--- config.mk ---
export PLATFORM = sky130hd
export DESIGN_NAME = pe10_cascade
export DESIGN_NICKNAME = d
export VERILOG_FILES = /design/src/rtl/pe10_pkg.sv /design/src/rtl/pe8_cell.sv /design/src/rtl/pe10_glue.sv /design/src/rtl/pe10_cascade.sv
export SDC_FILE = /design/constraint.sdc
export NUM_CORES = 1
export LEC_CHECK = 0
export BUFFER_PORTS_ARGS = -buffer_cell sky130_fd_sc_hd__buf_2
export CAP_MARGIN = 15
export CORE_AREA = 2 2 39 41
export DETAILED_ROUTE_END_ITERATION = 10
export DIE_AREA = 0 0 41 43
export PLACE_DENSITY = 0.41
export SETUP_SLACK_MARGIN = 0.1
export SYNTH_ARGS = -nofsm -noshare
export SYNTH_HDL_FRONTEND = slang
export SYNTH_SLANG_ARGS = --single-unit
--- constraint.sdc ---
create_clock -name vclk -period 1
set_input_delay 0.1 -clock vclk [all_inputs]
set_output_delay 0.1 -clock vclk [all_outputs]
set_load 0.1 [all_outputs]
--- src/rtl/pe10_pkg.sv ---
package pe10_pkg;
  localparam int CELL_IN = 8;
  localparam int CELL_CODE_W = $clog2(CELL_IN);
  localparam int NUM_REQ = 10;
  localparam int HI_USED = NUM_REQ - CELL_IN;
  localparam int CODE_W = CELL_CODE_W + 1;

  // strobes a cell hands to the glue stage (all active-low)
  typedef struct packed {
    logic grpN;
    logic enOutN;
  } cellFlags_t;
endpackage

--- src/rtl/pe8_cell.sv ---
module pe8_cell
  import pe10_pkg::*;
#(
  parameter int WIDTH = CELL_IN,
  localparam int CW = $clog2(WIDTH)
) (
  input  logic [WIDTH-1:0] reqN,
  input  logic             enInN,
  output logic [CW-1:0]    codeOut,
  output cellFlags_t       flags
);
  logic anyReq;

  always_comb begin
    codeOut = '0;
    anyReq = 1'b0;
    if (!enInN) begin
      // ascending scan: a later (higher) hit overrides an earlier one
      for (int i = 0; i < WIDTH; i++) begin
        if (!reqN[i]) begin
          codeOut = CW'(i);
          anyReq = 1'b1;
        end
      end
    end
  end

  always_comb begin
    flags.grpN = !(anyReq && !enInN);
    flags.enOutN = !(!anyReq && !enInN);
  end
endmodule

--- src/rtl/pe10_glue.sv ---
module pe10_glue
  import pe10_pkg::*;
(
  input  logic [CELL_CODE_W-1:0] hiCode,
  input  logic [CELL_CODE_W-1:0] loCode,
  input  cellFlags_t             hiFlags,
  input  cellFlags_t             loFlags,
  output logic [CODE_W-1:0]      code,
  output logic                   grpN,
  output logic                   enOutN
);
  always_comb begin
    code = {!hiFlags.grpN, hiCode | loCode};
    grpN = hiFlags.grpN & loFlags.grpN;
    enOutN = loFlags.enOutN;
  end
endmodule

--- src/rtl/pe10_cascade.sv ---
module pe10_cascade
  import pe10_pkg::*;
(
  input  logic [9:0] reqN,
  input  logic       enInN,
  output logic [3:0] code,
  output logic       grpN,
  output logic       enOutN
);
  localparam int SPARE = CELL_IN - HI_USED;

  logic [CELL_IN-1:0]     hiReqN;
  logic [CELL_CODE_W-1:0] hiCode;
  logic [CELL_CODE_W-1:0] loCode;
  cellFlags_t             hiFlags;
  cellFlags_t             loFlags;

  assign hiReqN = {{SPARE{1'b1}}, reqN[NUM_REQ-1:CELL_IN]};

  pe8_cell #(.WIDTH(CELL_IN)) i_hiCell (
    .reqN(hiReqN), .enInN(enInN), .codeOut(hiCode), .flags(hiFlags)
  );

  pe8_cell #(.WIDTH(CELL_IN)) i_loCell (
    .reqN(reqN[CELL_IN-1:0]), .enInN(hiFlags.enOutN),
    .codeOut(loCode), .flags(loFlags)
  );

  pe10_glue i_glue (
    .hiCode(hiCode), .loCode(loCode), .hiFlags(hiFlags), .loFlags(loFlags),
    .code(code), .grpN(grpN), .enOutN(enOutN)
  );
endmodule

==> impl_metrics.ini <==
[outcome]
status = finished with violations
violations = negative setup slack

[worst_setup_path]
critPathRequiredTime_ns = 0.90
path_delay_family = simple AND/OR/NAND/NOR gates
path_buf_inv = 3
start_kind = input pin
endpoint_kind = output port
cp_max_fo = 2
slowest_delay_ns = 0.20
arrival_ns = 0.92
crit_type = in -> out
worstPathCellList = buf_6 -> nand4_1 -> nor4_4 -> buf_4 -> nand2b_4 -> buf_12
slowest_stage = nor4_4

[global_route]
grt_usage_pct = 6.59
met1_usage_pct = 8.86
met3_usage_pct = 0
grt_pass1_vias = 231
busiest_layer = met2
grt-ovfl-total = 0
antenna_found_initial = 0
grt_max_degree = 7
met2_usage_pct = 11.9
grt_pass1_wl_microns = 876

[detailed_routing]
wl_microns = 566
num_vias = 239
drtAntennaViolNets = 0
firstDrtPassIters = 1
drc = 0
drt_iter0_drc = 0
detail_route.wl_per_cell_microns = 9.28
viasPerCell = 3.92

[floorplan]
core_region_area_sq_mm = 0.00138
fp.dieH_microns = 43
num_rows = 14
io_pins = 17
fp.dieArea_sq_mm = 0.00176
die_x_microns = 41
start_util_pct = 7.87

[final_layout]
diodes = 0
drive_gt1_share_pct = 88.9
area_growth_pct = 432
nClkBuffers = 0
seq_cell_count = 0
stdcell_area_sq_um = 579
final_nets = 58
area.sequential_sq_um = 0
finish.utilization_pct = 41.9

[sta]
period_needed_ns = 1.02
slew_headroom_pct = 82.6
setup_viol = 2
finalHoldViolCount = 0
setup_ws_ns = -0.0192
rsz0062_at_grt = true
tightest_slew_ns = 0.262
drv_slew = 0
max_freq_mhz = 981
post-route-period-util_pct = 102

[placement]
pre_cts_ws_ns = -0.143
dp_hpwl_microns = 536
gp_congestion = 0.625
dpl_cell_area_sq_um = 497
portBuffers = 17

[synthesis]
yosysMostFrequentCell = nand2_1
netlist_instances = 17
yosys-top-cells-area = a311oi_1 (16%), nor2b_1 (11%), nor4_2 (11%)
yosys.area.top_type = a311oi_1
syn_area_per_cell_sq_um = 6.40
syn-cell-area_sq_um = 109
yosysTopAreaCellShare_pct = 16.1
yosysUniqueCellTypes = 13
synth_commonest_cells = nand2_1 (3), a311oi_1 (2), nor2b_1 (2)
synth_nets = 28
synth_seq_area_share_pct = 0
yosys_warnings = 0

[run]
cap_viol_max_count = 0

[power_and_ir_drop]
leakagePower_uw = 0.000238
pwr-share-seq_pct = 0
power_density_mw_per_mm2 = 518
total_power_uw = 300
internal-power_uw = 139
p_clk_share_pct = 0
switching_share_pct = 53.6
p_comb_share_pct = 100.0
power.switching_uw = 161
peakVddDrop_mv = 0.158

[worst_hold_path]
hold_class = in -> out

[clock_network]
postCtsHoldBufs = 0
[timing repair]
action | in CTS | in global routing
setup buffers | 0 | 1
pin swaps | 5 | 1
resized for setup | 18 | 0
setup endpoints to repair | 5 | 5
[cell usage in the layout (no fill, tap or decap)]
cell type / n
nor3b_4: 1
buf_6: 8
nand2_1: 2
nor2b_4: 1
nand2_8: 2
nor4_4: 1
nand3_4: 1
or2_4: 1
nand2b_4: 1
nand4_1: 1
inv_1: 1
buf_8: 1
a21oi_4: 1
o221ai_2: 1
buf_12: 6
buf_4: 11
buf_2: 2
a311oi_4: 2
nor2b_1: 1
[worst paths after layout]
kind  startpoint       to  slack (ns)  depth (start not counted)
max      reqN[6]   enOutN       -0.02                          6
min      reqN[6]  code[1]        0.64                          4
[tightest hold or removal path: cells and delay by family]
| kind | cells | cell delay (ns) |
|---|---|---|
| AO/OA/AOI/OAI | 1 | 0.10 |
| buffers and inverters | 3 | 0.34 |
[logic make-up after synthesis]
logic type,synth area share (%)
compound gates,28.7
simple gates,67.8
buf+inv,3.44
[layout make-up]
| cell class | instances | area [sq um] |
|---|---|---|
| tap | 16 | 20.0 |
| multi-input combinational | 16 | 238 |
| timing repair buffer | 28 | 318 |
| inverter | 1 | 3.75 |
| fill | 137 | 805 |
[routing by layer]
metal | vias to the layer above | routed length [microns]
met5 | - | 0
met2 | 17 | 275
met1 | 99 | 218
li1 | 123 | -
met4 | 0 | 0
met3 | 0 | 72
[power by group through the flow]
| stage | clock (uW) | sequential (uW) | combinational, uW |
|---|---|---|---|
| floorplan | 0 | 0 | 139 |
| detailed placement | 0 | 0 | 278 |
| global route | 0 | 0 | 313 |
| global placement | 0 | 0 | 275 |
| CTS | 0 | 0 | 302 |
| finish | 0 | 0 | 300 |
[through the flow]
step	hold WS, ns	std cells	TNS, ns
finish	0.635	61	-0.0333
global route	0.652	61	-0.279
CTS	0.638	60	-0.109
detailed placement	0.652	60	-0.513
global placement	0.639	60	-0.439
floorplan	0.294	17	-0.748
(Power assumes the default switching activity.)
